==> src/rtl/dag_pkg.sv <==
package dag_pkg;

    localparam int IDX_W   = 16;
    localparam int NUM_GRP = 4;
    localparam int GRP_W   = $clog2(NUM_GRP);
    localparam int BRW     = $clog2(IDX_W + 1);

    typedef enum logic [1:0] {
        MODE_LIN  = 2'd0,
        MODE_CIRC = 2'd1,
        MODE_BREV = 2'd2,
        MODE_LIN2 = 2'd3
    } dag_mode_e;

    typedef enum logic [1:0] {
        FLD_IDX  = 2'd0,
        FLD_STEP = 2'd1,
        FLD_BASE = 2'd2,
        FLD_SIZE = 2'd3
    } dag_fld_e;

    typedef struct packed {
        logic [IDX_W-1:0] idx;
        logic [IDX_W-1:0] step;
        logic [IDX_W-1:0] base;
        logic [IDX_W-1:0] size;
    } dag_grp_t;

endpackage

==> src/rtl/dag_regfile.sv <==
module dag_regfile
    import dag_pkg::*;
#(
    parameter int N_GRP = NUM_GRP,
    parameter int G_W   = GRP_W
) (
    input  logic             clk,
    input  logic             rst,
    input  logic             ld_en,
    input  logic [G_W-1:0]   ld_grp,
    input  logic [1:0]       ld_sel,
    input  logic [IDX_W-1:0] ld_data,
    input  logic             wb_en,
    input  logic [G_W-1:0]   wb_grp,
    input  logic [IDX_W-1:0] wb_idx,
    input  logic [G_W-1:0]   rd_grp,
    output dag_grp_t         rd_q
);

    dag_grp_t grp_q [N_GRP];

    always_ff @(posedge clk) begin
        if (rst) begin
            for (int g = 0; g < N_GRP; g++) begin
                grp_q[g] <= '0;
            end
        end else begin
            for (int g = 0; g < N_GRP; g++) begin
                if (ld_en && ld_grp == G_W'(g)) begin
                    case (dag_fld_e'(ld_sel))
                        FLD_IDX:  grp_q[g].idx  <= ld_data;
                        FLD_STEP: grp_q[g].step <= ld_data;
                        FLD_BASE: grp_q[g].base <= ld_data;
                        default:  grp_q[g].size <= ld_data;
                    endcase
                end else if (wb_en && wb_grp == G_W'(g)) begin
                    grp_q[g].idx <= wb_idx;
                end
            end
        end
    end

    assign rd_q = grp_q[rd_grp];

endmodule

==> src/rtl/dag_modulo.sv <==
module dag_modulo
    import dag_pkg::*;
#(
    parameter int W = IDX_W
) (
    input  logic         circ,
    input  logic [W-1:0] idx,
    input  logic [W-1:0] step,
    input  logic [W-1:0] base,
    input  logic [W-1:0] size,
    output logic [W-1:0] nxt
);

    localparam int EXT_W = W + 2;

    logic signed [EXT_W-1:0] s_idx, s_step, s_base, s_size, s_sum, s_end, s_fold;

    always_comb begin
        s_idx  = $signed({2'b00, idx});
        s_step = $signed({{2{step[W-1]}}, step});
        s_base = $signed({2'b00, base});
        s_size = $signed({2'b00, size});
        s_sum  = s_idx + s_step;
        s_end  = s_base + s_size;
        if (s_sum >= s_end) begin
            s_fold = s_sum - s_size;
        end else if (s_sum < s_base) begin
            s_fold = s_sum + s_size;
        end else begin
            s_fold = s_sum;
        end
        nxt = circ ? s_fold[W-1:0] : s_sum[W-1:0];
    end

endmodule

==> src/rtl/dag_bitrev.sv <==
module dag_bitrev
    import dag_pkg::*;
#(
    parameter int W   = IDX_W,
    parameter int N_W = BRW
) (
    input  logic [W-1:0]   src,
    input  logic [N_W-1:0] nbits,
    output logic [W-1:0]   dst
);

    logic [W-1:0]   cand [W+1];
    logic [N_W-1:0] n_eff;

    assign cand[0] = src;

    for (genvar k = 1; k <= W; k++) begin : g_width
        for (genvar i = 0; i < W; i++) begin : g_bit
            if (i < k) begin : g_mir
                assign cand[k][i] = src[k-1-i];
            end else begin : g_pass
                assign cand[k][i] = src[i];
            end
        end
    end

    always_comb begin
        n_eff = (nbits > N_W'(W)) ? N_W'(W) : nbits;
        dst   = cand[n_eff];
    end

endmodule

==> src/rtl/addr_gen.sv <==
module addr_gen
    import dag_pkg::*;
(
    input  logic             clk,
    input  logic             rst,
    input  logic             ld_en,
    input  logic [GRP_W-1:0] ld_grp,
    input  logic [1:0]       ld_sel,
    input  logic [IDX_W-1:0] ld_data,
    input  logic             acc_en,
    input  logic [GRP_W-1:0] acc_grp,
    input  logic [1:0]       acc_mode,
    input  logic [BRW-1:0]   brev_bits,
    output logic [IDX_W-1:0] addr_out,
    output logic             addr_vld,
    output logic [IDX_W-1:0] idx_out
);

    dag_grp_t         rd_q;
    logic             fire;
    logic             is_circ;
    logic             is_brev;
    logic [IDX_W-1:0] nxt_idx;
    logic [IDX_W-1:0] rev_idx;
    logic [IDX_W-1:0] addr_d;

    assign fire    = acc_en && !(ld_en && ld_grp == acc_grp);
    assign is_circ = dag_mode_e'(acc_mode) == MODE_CIRC;
    assign is_brev = dag_mode_e'(acc_mode) == MODE_BREV;

    dag_regfile #(.N_GRP(NUM_GRP), .G_W(GRP_W)) u_regs (
        .clk     (clk),
        .rst     (rst),
        .ld_en   (ld_en),
        .ld_grp  (ld_grp),
        .ld_sel  (ld_sel),
        .ld_data (ld_data),
        .wb_en   (fire),
        .wb_grp  (acc_grp),
        .wb_idx  (nxt_idx),
        .rd_grp  (acc_grp),
        .rd_q    (rd_q)
    );

    dag_modulo #(.W(IDX_W)) u_mod (
        .circ (is_circ),
        .idx  (rd_q.idx),
        .step (rd_q.step),
        .base (rd_q.base),
        .size (rd_q.size),
        .nxt  (nxt_idx)
    );

    dag_bitrev #(.W(IDX_W), .N_W(BRW)) u_rev (
        .src   (rd_q.idx),
        .nbits (brev_bits),
        .dst   (rev_idx)
    );

    assign addr_d = is_brev ? rev_idx : rd_q.idx;

    always_ff @(posedge clk) begin
        if (rst) begin
            addr_out <= '0;
            addr_vld <= 1'b0;
            idx_out  <= '0;
        end else begin
            addr_vld <= fire;
            if (fire) begin
                addr_out <= addr_d;
                idx_out  <= nxt_idx;
            end
        end
    end

endmodule

==> config.mk <==
export PLATFORM = sky130hd
export DESIGN_NAME = addr_gen
export DESIGN_NICKNAME = d
export VERILOG_FILES = /design/src/rtl/dag_pkg.sv /design/src/rtl/dag_regfile.sv /design/src/rtl/dag_modulo.sv /design/src/rtl/dag_bitrev.sv /design/src/rtl/addr_gen.sv
export SDC_FILE = /design/constraint.sdc
export NUM_CORES = 1
export LEC_CHECK = 0
export BUFFER_PORTS_ARGS = -buffer_cell sky130_fd_sc_hd__buf_2
export CAP_MARGIN = 20
export CORE_MARGIN = 5
export CORE_UTILIZATION = 34
export DETAILED_ROUTE_END_ITERATION = 8
export MAX_ROUTING_LAYER = met4
export PLACE_DENSITY_LB_ADDON = 0.25
export SYNTH_ARGS = -nofsm -noshare
export SYNTH_HDL_FRONTEND = slang
export SYNTH_SLANG_ARGS = --single-unit
==> constraint.sdc <==
create_clock -name clk -period 9.5 [get_ports clk]
set_input_delay 0.95 -clock clk [delete_from_list [all_inputs] [get_ports clk]]
set_output_delay 0.95 -clock clk [all_outputs]
set_load 0.05 [all_outputs]
==> metrics.md, run 1 <==
| Metric | Value |
|---|---|
| Count of input and output buffers | `65` |
| DRC viols | `0` |
| Max FO, Critical Path | `28` |
| Post-synth EDFFs | `256` |
| Pwr dens | `217 nW/um^2` |
| Die width | `241 um` |
| Clock transition at path regs | `60 ps` |
| Slowest CP cell | `o21ai_1` |
| Post-DP HPWL | `39400 um` |
| Combinational group share of total power | `0.379` |
| Crit path DAT | `7670 ps` |
| Initial antenna violation count | `3` |
| Clock buffer count from CTS | `34` |
| Setup-failing EPs final | `0` |
| Area contributors post-synth | `edfxtp_1 43%, mux4_2 8.1%, and2_1 6.8%` |
| FF-to-FF path depth | `21` |
| Mapped Cells | `1633` |
| Fill cell count | `5172` |
| Reg-to-reg startpoint | `u_regs.grp_q[0][48]` |
| Crit Path Class | `input pin to flop` |
| Total power | `4390 uW` |
| Total vias in the final route | `13500` |
| CTS resizes | `0` |
| Clock Latency Late Sink | `550 ps` |
| First-pass iteration count of the detailed router | `6` |
| Final Max Tran Viols | `0` |
| Ant diodes | `0` |
| LEAKAGE | `0.00753 uW` |
| H-tree depth | `2` |
| Syn_area_per_cell | `11.1 um^2` |
| Crit end category | `flop` |
| Minimum clock period | `7390 ps` |
| Synthesized area | `18100 um^2` |
| Hold Crit Class | `flop to flop` |
| CTS Buffer Depth | `3` |
| Wire length per cell | `23.7 um` |
| Synth top area share | `0.425` |
| Syn_nets | `1756` |
| Max-cap violations | `0` |
| CTS sink count | `289` |
| Worst slew margin | `0.271` |
| Tcrit/Tclk final | `0.778` |
| Skew final | `18.0 ps` |
| Core Util, Final | `0.384` |
| Nets | `1799` |
| Sw Pwr | `1630 uW` |
| Layout area overhead | `11.8%` |
| Vias in the first global route | `13400` |
| CTS tree | `done` |
| Cell variety after synth | `90` |
| Total Routing Usage GR | `0.198` |
| Sequential area share after synthesis | `0.462` |
| Clk root buf | `clkbuf_16` |
| Status | `completed` |
| Required time worst endpoint | `9770 ps` |
| Post-CTS setup buffer count | `0` |
| Core Footprint | `52700 um^2` |
| Fraction of registers with async set/reset | `0` |
| Synth Flop Type | `edfxtp_1` |
| Final Hold Fails | `0` |
| Worst path bufs/invs | `2` |
| Power Internal | `2760 uW` |
| Reg2reg setup slack | `2760 ps` |
| End of the worst hold path | `addr_out[0]` |
| Vias per inst | `5.67` |
| Peak VDD IR | `0.126 mV` |
| Synth Register Bits | `289` |
| Grt ovf | `0` |
| Hold path cells | `2` |
| Sw Ratio | `0.372` |
| Post-CTS Hold Buffers | `0` |
| Die footprint | `57900 um^2` |
| Max Clock Freq | `135 MHz` |
| Largest net degree at the start of global routing | `55` |
| Initial Util | `0.343` |
| Final setup TNS | `0 ps` |
| Die Y | `241 um` |
| CP startpoint kind | `input pin` |
| DRT iter0 DRCs | `1368` |
| Proportion of layout cells with a drive suffix above 1 | `0.158` |
| I/O pin cnt | `66` |
| Worst path cell trace | `buf_4 > mux4_2 > ha_1 > fa_1 > a21oi_1 > inv_1 > a21oi_1 > nor2b_1 > o21ai_0 > a21oi_1 > ha_1 > or4_1 > a21oi_1 > o21ai_0 > a221o_1 > maj3_2 > a21oi_1 > a2111oi_2 > o21ai_1 > nor2_2 > a211oi_2 > o21ai_0` |
| Routed WL | `56700 um` |
| Worst Max-Slew Pin Slew | `1090 ps` |
| Clock share of power | `0.277` |
| First-pass GRT wire length | `84100 um` |
| Most frequent CP cell | `a21oi_1` |
| FF-to-FF End | `u_regs.grp_q[1][51]` |
| # rows | `84` |
| Max incr delay on CP | `860 ps` |
| DRT antenna net count | `0` |
| Unrepaired setup endpoints after global routing | `no` |
| Register share of total power | `0.344` |
| Crit path max-delay family | `compound AO/OA/AOI/OAI gates` |
| Hold_sp | `addr_out[0]` |
| Placer Congestion | `0.913` |
| Post-synth top area cell | `edfxtp_1` |
| Ys Warns | `0` |
-- placed cells by master (no fill, tap or decap), types with 9 or more instances in the layout --
master and count:
ha_1 86, or3_1 17, nand2_1 97, edfxtp_1 256, nand3_1 18, o21ai_1 18, nor2b_1 16, a211oi_1 22
a21o_1 17, xor2_1 14, mux2i_1 9, nand3b_1 9, clkbuf_1 9, clkbuf_16 34, and2_1 196, buf_4 45
nor3_1 46, inv_1 55, nor2_1 112, o21ai_0 53, buf_2 64, a22o_1 28, a32oi_1 17, o31ai_1 9
o211ai_1 17, and3_1 10, o21bai_1 21, mux4_2 65, dfxtp_1 33, xnor2_1 30, nand2b_1 25, o21a_1 13
o22ai_1 10, a21oi_1 77, a211oi_2 9
-- state kept, by name, indices dropped and copies added, names as in the netlist --
| register | cells |
|---|---|
| addr_out | 16 |
| addr_vld | 1 |
| idx_out | 16 |
| u_regs.grp_q | 256 |
-- worst min-delay path, delay by kind of cell (launching register included) --
kind	cells	cell delay, ps
flops	1	300
simple gates	1	50
compound gates	1	50
-- per-layer routing --
metal  up-vias  track usage  wire [um]
li1       6224            -          -
met1      6672        0.279      25900
met2       530        0.302      25400
met3        99       0.0263       3780
met4         0       0.0567       1550
met5         -            -          0
-- cell type report --
class	instances	area, um^2	area share
sequential	289	8350	0.413
timing repair buffer	110	678	0.0336
clock buffer	46	913	0.0452
tap	688	861	0.0426
multi-input combinational	1185	9110	0.451
clock inverter	13	95.1	0.00470
inverter	56	210	0.0104
-- logic make-up (layout without fill, tap and decap cells) --
| family | after synthesis | count (layout) | synth area share |
|---|---|---|---|
| AND/OR/NAND/NOR | 588 | 588 | 0.173 |
| buffers and inverters | 159 | 225 | 0.0347 |
| adder cells (fa/ha/maj) | 91 | 91 | 0.0646 |
| flip-flops | 289 | 289 | 0.462 |
| multiplexers | 77 | 77 | 0.0878 |
| AO/OA/AOI/OAI | 385 | 385 | 0.156 |
| XOR/XNOR | 44 | 44 | 0.0213 |
-- synthesized netlist by cell type (all sizes together), types with 4 or more instances --
library cell  number
a2111oi            4
a211o              4
a211oi            35
a21o              17
a21oi             77
a221o              5
a221oi             5
a22o              28
a311oi             4
a31o               5
a32o               4
a32oi             17
a41oi              4
and2             196
and3              11
buf               19
clkbuf            84
dfxtp             33
edfxtp           256
fa                 4
ha                86
inv               55
mux2i              9
mux4              65
nand2             97
nand2b            25
nand3             19
nand3b             9
nor2             116
nor2b             16
nor3              48
nor3b              7
nor4               5
o211ai            18
o21a              13
o21ai             72
o21bai            21
o22ai             11
o31a               6
o31ai             10
or2                9
or3               17
xnor2             30
xor2              14
-- worst max-delay path by stage --
stage,depth (start not counted),startpoint,slack [ps],end
3_5_place_dp,23,acc_grp[0],1730,u_regs.grp_q[3][54]
3_3_place_gp,22,acc_grp[0],1820,u_regs.grp_q[1][51]
2_1_floorplan,27,acc_grp[0],1620,u_regs.grp_q[0][50]
5_1_grt,22,acc_grp[0],1730,u_regs.grp_q[1][51]
6_report,22,acc_grp[0],2110,u_regs.grp_q[1][51]
4_1_cts,23,acc_grp[0],2280,u_regs.grp_q[3][54]
-- power by group through the flow --
stage	combinational (uW)	clock, uW	sequential, uW
floorplan	1140	0	1580
global placement	1620	0	1530
detailed placement	1630	0	1540
CTS	1640	1240	1510
global route	1800	1290	1520
finish	1660	1220	1510
-- metrics by stage --
step | worst slack (ps) | hold WS (ps) | cells | instance area, um^2
finish | 2110 | 456 | 2387 | 20200
global route | 1730 | 496 | 2387 | 20200
CTS | 2280 | 462 | 2382 | 20200
detailed placement | 1730 | 454 | 2323 | 19200
global placement | 1820 | 444 | 2319 | 19100
floorplan | 1620 | 675 | 1633 | 18100
Note: power is estimated with default switching activity, not from simulation.
==> inputs of run 2 (changes only) <==
==> constraint.sdc (replaced) <==
create_clock -name clk -period 6.2 [get_ports clk]
set_input_delay 0.62 -clock clk [delete_from_list [all_inputs] [get_ports clk]]
set_output_delay 0.62 -clock clk [all_outputs]
set_load 0.05 [all_outputs]
==> run 2 against run 1 <==
Global-route usage is 0.56 points higher. Register-to-register slack worse by 2000 ps. First-iteration DRC count is 3.0% lower. Routed wire length is 2.7% higher. Die area stayed put. Total power is 64% higher.
==> metrics.md, run 2 (same netlist as run 1, synthesis figures left out) <==
| Metric | Value |
|---|---|
| Core Footprint | `52700 um^2` |
| CTS Buffer Depth | `3` |
| Clock buffer count from CTS | `35` |
| LEAKAGE | `0.00826 uW` |
| Status | `completed` |
| First-pass iteration count of the detailed router | `5` |
| Post-DP HPWL | `42400 um` |
| Minimum clock period | `5660 ps` |
| Die Y | `241 um` |
| Skew final | `11.1 ps` |
| Vias per inst | `5.51` |
| Most common cell after layout, fill and taps aside | `edfxtp_1` |
| Die width | `241 um` |
| Largest reg by FF count | `u_regs.grp_q` |
| # rows | `84` |
| CTS tree | `done` |
| Max FO, Critical Path | `14` |
| Post-CTS setup buffer count | `0` |
| DRT iter0 DRCs | `1327` |
| CTS sink count | `289` |
| Clock Latency Late Sink | `550 ps` |
| Crit Path Class | `input pin to flop` |
| Total power | `7220 uW` |
| Final Hold Fails | `0` |
| Layout area overhead | `18.6%` |
| CP startpoint kind | `input pin` |
| Routed WL | `58200 um` |
| Proportion of layout cells with a drive suffix above 1 | `0.223` |
| Wire length per cell | `23.1 um` |
| Crit end category | `flop` |
| Final Max Tran Viols | `0` |
| Nets | `1931` |
| Required time worst endpoint | `6470 ps` |
| Slowest CP cell | `mux4_2` |
| Most frequent CP cell | `buf_4` |
| Die footprint | `57900 um^2` |
| I/O pin cnt | `66` |
| Core Util, Final | `0.407` |
| Max-cap violations | `0` |
| Post-CTS Hold Buffers | `0` |
| Grt ovf | `0` |
| DRC viols | `0` |
| Power Internal | `4620 uW` |
| Pwr dens | `337 nW/um^2` |
| Vias in the first global route | `13700` |
| CTS resizes | `0` |
| Hold Crit Class | `flop to flop` |
| Most frequent cells in the layout | `256 x edfxtp_1, 196 x and2_1, 165 x buf_4` |
| Worst path cell trace | `buf_4 > buf_4 > mux4_2 > ha_1 > a211oi_1 > o31ai_1 > nand3_1 > o31ai_1 > ha_1 > or4_1 > a21oi_1 > o21ai_0 > a221o_1 > maj3_2 > o21ai_1 > a2111oi_2 > or2_1 > o31a_1 > buf_4 > mux2i_1 > buf_4 > o21ai_0` |
| Max Clock Freq | `177 MHz` |
| Initial Util | `0.343` |
| Final setup TNS | `0 ps` |
| Worst Max-Slew Pin Slew | `1080 ps` |
| Placer Congestion | `0.919` |
| Count of input and output buffers | `65` |
| Total Routing Usage GR | `0.204` |
| Worst path bufs/invs | `4` |
| Tcrit/Tclk final | `0.912` |
| Inst Count DP | `2457` |
| Worst slew margin | `0.274` |
| Max reg flops | `256` |
| DRT antenna net count | `0` |
| Setup-failing EPs final | `0` |
| First-pass GRT wire length | `86000 um` |
| Combinational group share of total power | `0.401` |
| Max incr delay on CP | `590 ps` |
| Largest net degree at the start of global routing | `33` |
| Register share of total power | `0.321` |
| Clock transition at path regs | `60 ps` |
| Total vias in the final route | `13900` |
| Crit path max-delay family | `compound AO/OA/AOI/OAI gates` |
| Biggest regs | `u_regs.grp_q: 256 flops, addr_out: 16 flops, idx_out: 16 flops` |
| Crit path DAT | `5930 ps` |
| H-tree depth | `2` |
| Clock share of power | `0.278` |
| Unrepaired setup endpoints after global routing | `no` |
| Fin cells | `2523` |
| Peak VDD IR | `0.239 mV` |
| Sw Pwr | `2590 uW` |
| Sw Ratio | `0.359` |
| Initial antenna violation count | `5` |
| Clk root buf | `clkbuf_16` |
run 2: stage by stage:
stage | cell area [um^2] | hold slack (ps) | worst slack [ps]
6_report | 21400 | 454 | 543
3_3_place_gp | 20300 | 445 | 88.2
3_5_place_dp | 20300 | 450 | 25.4
5_1_grt | 21400 | 496 | 189
2_1_floorplan | 18200 | 675 | 13.3
4_1_cts | 21400 | 458 | 588
run 2: cell type report:
| cell class | instances | area (um^2) |
|---|---|---|
| antenna | 1 | 2.50 |
| multi-input combinational | 1185 | 9120 |
| inverter | 56 | 210 |
| fill | 5015 | 31200 |
| timing repair buffer | 241 | 1770 |
| clock inverter | 13 | 163 |
| sequential | 289 | 8350 |
| clock buffer | 50 | 952 |
| tap | 688 | 861 |
run 2: metal layers:
layer | share of wire | wire length [um] | vias to the layer above | track usage
met5 | 0 | 0 | - | -
met3 | 0.070 | 4100 | 81 | 0.0400
met2 | 0.46 | 26700 | 479 | 0.315
li1 | - | - | 6486 | -
met1 | 0.44 | 25600 | 6860 | 0.273
met4 | 0.031 | 1820 | 0 | 0.0648
run 2: worst paths after layout:
check	startpoint	cells past startpoint	slack, ps	end
hold reg to reg	addr_out[0]	2	450	addr_out[0]
setup reg to reg	u_regs.grp_q[1][48]	23	740	u_regs.grp_q[1][48]
setup / recovery	acc_grp[0]	22	540	u_regs.grp_q[1][48]
hold / removal	addr_out[0]	2	450	addr_out[0]
run 2: worst register-to-register path: cells and delay by family, from the launching register on:
family,cells,cell delay (ps)
AO/OA/AOI/OAI,11,1800
flip-flops,1,370
AND/OR/NAND/NOR,3,830
adder cells (fa/ha/maj),4,1160
buffers and inverters,3,370
multiplexers,2,620
run 2: power groups by stage:
stage	Combinational [uW]	Clock (uW)	Sequential (uW)
final	2890	2010	2320
after global routing	3130	2130	2330
after CTS	2870	2050	2320
after detailed placement	2850	0	2360
after global placement	2840	0	2350
after floorplan	1760	0	2430
==> inputs of run 3 (changes only) <==
--- a/config.mk
+++ b/config.mk
@@ -10,8 +10,7 @@
 export CORE_MARGIN = 5
 export CORE_UTILIZATION = 34
 export DETAILED_ROUTE_END_ITERATION = 8
-export MAX_ROUTING_LAYER = met4
-export PLACE_DENSITY_LB_ADDON = 0.25
+export PLACE_DENSITY_LB_ADDON = 0.1
 export SYNTH_ARGS = -nofsm -noshare
 export SYNTH_HDL_FRONTEND = slang
 export SYNTH_SLANG_ARGS = --single-unit
==> run 3 against run 2 <==
Clock skew up 1.8 ps. Die area unchanged. Critical path type unchanged. Highest routed layer unchanged. Final area up 0.81%. Clock power about the same. Utilization up 0.33 points. Largest power group unchanged. Maximum frequency about the same. First-iteration DRC count down 13%. Largest cell class unchanged.
==> metrics.md, run 3 (same netlist as run 1, synthesis figures left out) <==
| Metric | Value |
|---|---|
| CTS Buffer Depth | `3` |
| First-pass GRT wire length | `90300 um` |
| Vias per inst | `5.46` |
| Combinational group share of total power | `0.407` |
| Max-cap violations | `0` |
| Proportion of layout cells with a drive suffix above 1 | `0.236` |
| Total vias in the final route | `13900` |
| End of the worst hold path | `addr_out[0]` |
| Status | `completed` |
| Most frequent CP cell | `buf_4` |
| Unrepaired setup endpoints after global routing | `no` |
| LEAKAGE | `0.00837 uW` |
| Minimum clock period | `5650 ps` |
| Largest reg by FF count | `u_regs.grp_q` |
| Fill cell count | `5050` |
| Worst slew margin | `0.298` |
| FF-to-FF End | `u_regs.grp_q[1][51]` |
| Crit path max-delay family | `compound AO/OA/AOI/OAI gates` |
| Max Clock Freq | `177 MHz` |
| Hold_sp | `addr_out[0]` |
| Clock share of power | `0.279` |
| Routed WL | `61400 um` |
| DRT antenna net count | `0` |
| Max FO, Critical Path | `10` |
| Crit end category | `flop` |
| Clock transition at path regs | `60 ps` |
| Crit Path Class | `input pin to flop` |
| CTS tree | `done` |
| Sw Ratio | `0.361` |
| Clock Latency Late Sink | `560 ps` |
| Biggest regs | `u_regs.grp_q: 256 flops, addr_out: 16 flops, idx_out: 16 flops` |
| Count of input and output buffers | `65` |
| Placer Congestion | `0.876` |
| Power Internal | `4690 uW` |
| Hold path cells | `2` |
| Skew final | `12.9 ps` |
| Die footprint | `57900 um^2` |
| Final setup TNS | `0 ps` |
| Clk root buf | `clkbuf_16` |
| Vias in the first global route | `13800` |
| Initial antenna violation count | `6` |
| Max incr delay on CP | `570 ps` |
| I/O pin cnt | `66` |
| Crit path DAT | `5930 ps` |
| FF-to-FF path depth | `24` |
| Core Footprint | `52700 um^2` |
| Die Y | `241 um` |
| Die width | `241 um` |
| Initial Util | `0.343` |
| Worst setup margin | `547 ps` |
| Slowest CP cell | `mux4_2` |
| DRT iter0 DRCs | `1150` |
| Reg-to-reg startpoint | `u_regs.grp_q[1][4]` |
| Register share of total power | `0.314` |
| CP startpoint kind | `input pin` |
| Final Max Tran Viols | `0` |
| DRC viols | `0` |
| Nets | `1954` |
| Pre-CTS setup slack | `30.1 ps` |
| Total Routing Usage GR | `0.210` |
| Most frequent cells in the layout | `256 x edfxtp_1, 196 x and2_1, 188 x buf_4` |
| Setup-failing EPs final | `0` |
| Wire length per cell | `24.1 um` |
| H-tree depth | `2` |
| Hold Crit Class | `flop to flop` |
| Post-DP HPWL | `44100 um` |
| Post-CTS setup buffer count | `0` |
| Most common cell after layout, fill and taps aside | `edfxtp_1` |
| Clock buffer count from CTS | `37` |
| Sw Pwr | `2650 uW` |
| Reg2reg setup slack | `680 ps` |
| Worst path bufs/invs | `7` |
| # rows | `84` |
| Pwr dens | `340 nW/um^2` |
| Post-CTS Hold Buffers | `0` |
| Final Hold Fails | `0` |
| Largest net degree at the start of global routing | `39` |
| CTS sink count | `289` |
| Required time worst endpoint | `6470 ps` |
| Peak VDD IR | `0.167 mV` |
| Worst Max-Slew Pin Slew | `1050 ps` |
| Max reg flops | `256` |
| CTS resizes | `0` |
| First-pass iteration count of the detailed router | `5` |
| Tcrit/Tclk final | `0.912` |
| Layout area overhead | `19.5%` |
| Grt ovf | `0` |
| CP Depth | `26` |
run 3: cell type report:
| class | count | area (um^2) | area share |
|---|---|---|---|
| repair buffers | 262 | 1910 | 0.0884 |
| clock buffers | 44 | 973 | 0.0451 |
| multi-input cells | 1185 | 9140 | 0.423 |
| diodes | 2 | 5.00 | 0.000232 |
| flip-flops and latches | 289 | 8350 | 0.386 |
| well taps | 688 | 861 | 0.0398 |
| inverters | 56 | 210 | 0.00973 |
| clock inverters | 20 | 154 | 0.00712 |
run 3: worst max path at each step:
stage	from	to	slack [ps]
CTS	acc_grp[0]	u_regs.grp_q[1][51]	610
finish	acc_grp[0]	u_regs.grp_q[1][51]	550
global route	acc_grp[0]	u_regs.grp_q[0][53]	210
detailed placement	acc_grp[0]	u_regs.grp_q[2][53]	30
floorplan	acc_grp[1]	u_regs.grp_q[0][50]	10
global placement	acc_grp[0]	idx_out[3]	30
run 3: power groups by stage:
stage / Sequential, uW / Combinational (uW) / Clock, uW
after global routing: 2320 / 3260 / 2170
after CTS: 2310 / 2990 / 2100
after floorplan: 2430 / 1760 / 0
after detailed placement: 2350 / 2970 / 0
after global placement: 2350 / 2970 / 0
final: 2310 / 2990 / 2040
run 3: per-stage QoR:
| step | power, uW | area [um^2] | std cells | hold WS, ps | utilization |
|---|---|---|---|---|---|
| 2_1_floorplan | 4180 | 18200 | 1633 | 675 | - |
| 3_3_place_gp | 5320 | 20400 | 2472 | 446 | 0.387 |
| 3_5_place_dp | 5310 | 20400 | 2475 | 453 | 0.388 |
| 4_1_cts | 7400 | 21600 | 2539 | 462 | 0.409 |
| 5_1_grt | 7740 | 21600 | 2544 | 486 | 0.410 |
| 6_report | 7340 | 21600 | 2546 | 456 | 0.410 |
run 3: per-layer routing:
layer | track usage | vias up | share of wire
li1 | - | 6528 | -
met1 | 0.290 | 6872 | 0.43
met2 | 0.339 | 419 | 0.47
met3 | 0.0399 | 89 | 0.071
met4 | 0.0610 | 0 | 0.026
met5 | 0 | - | 0
run 3: tightest hold or removal path, stage by stage, from the launching register on:
cell and delay [ps]:
dfxtp_1 300, nand2_1 50, a21oi_1 50
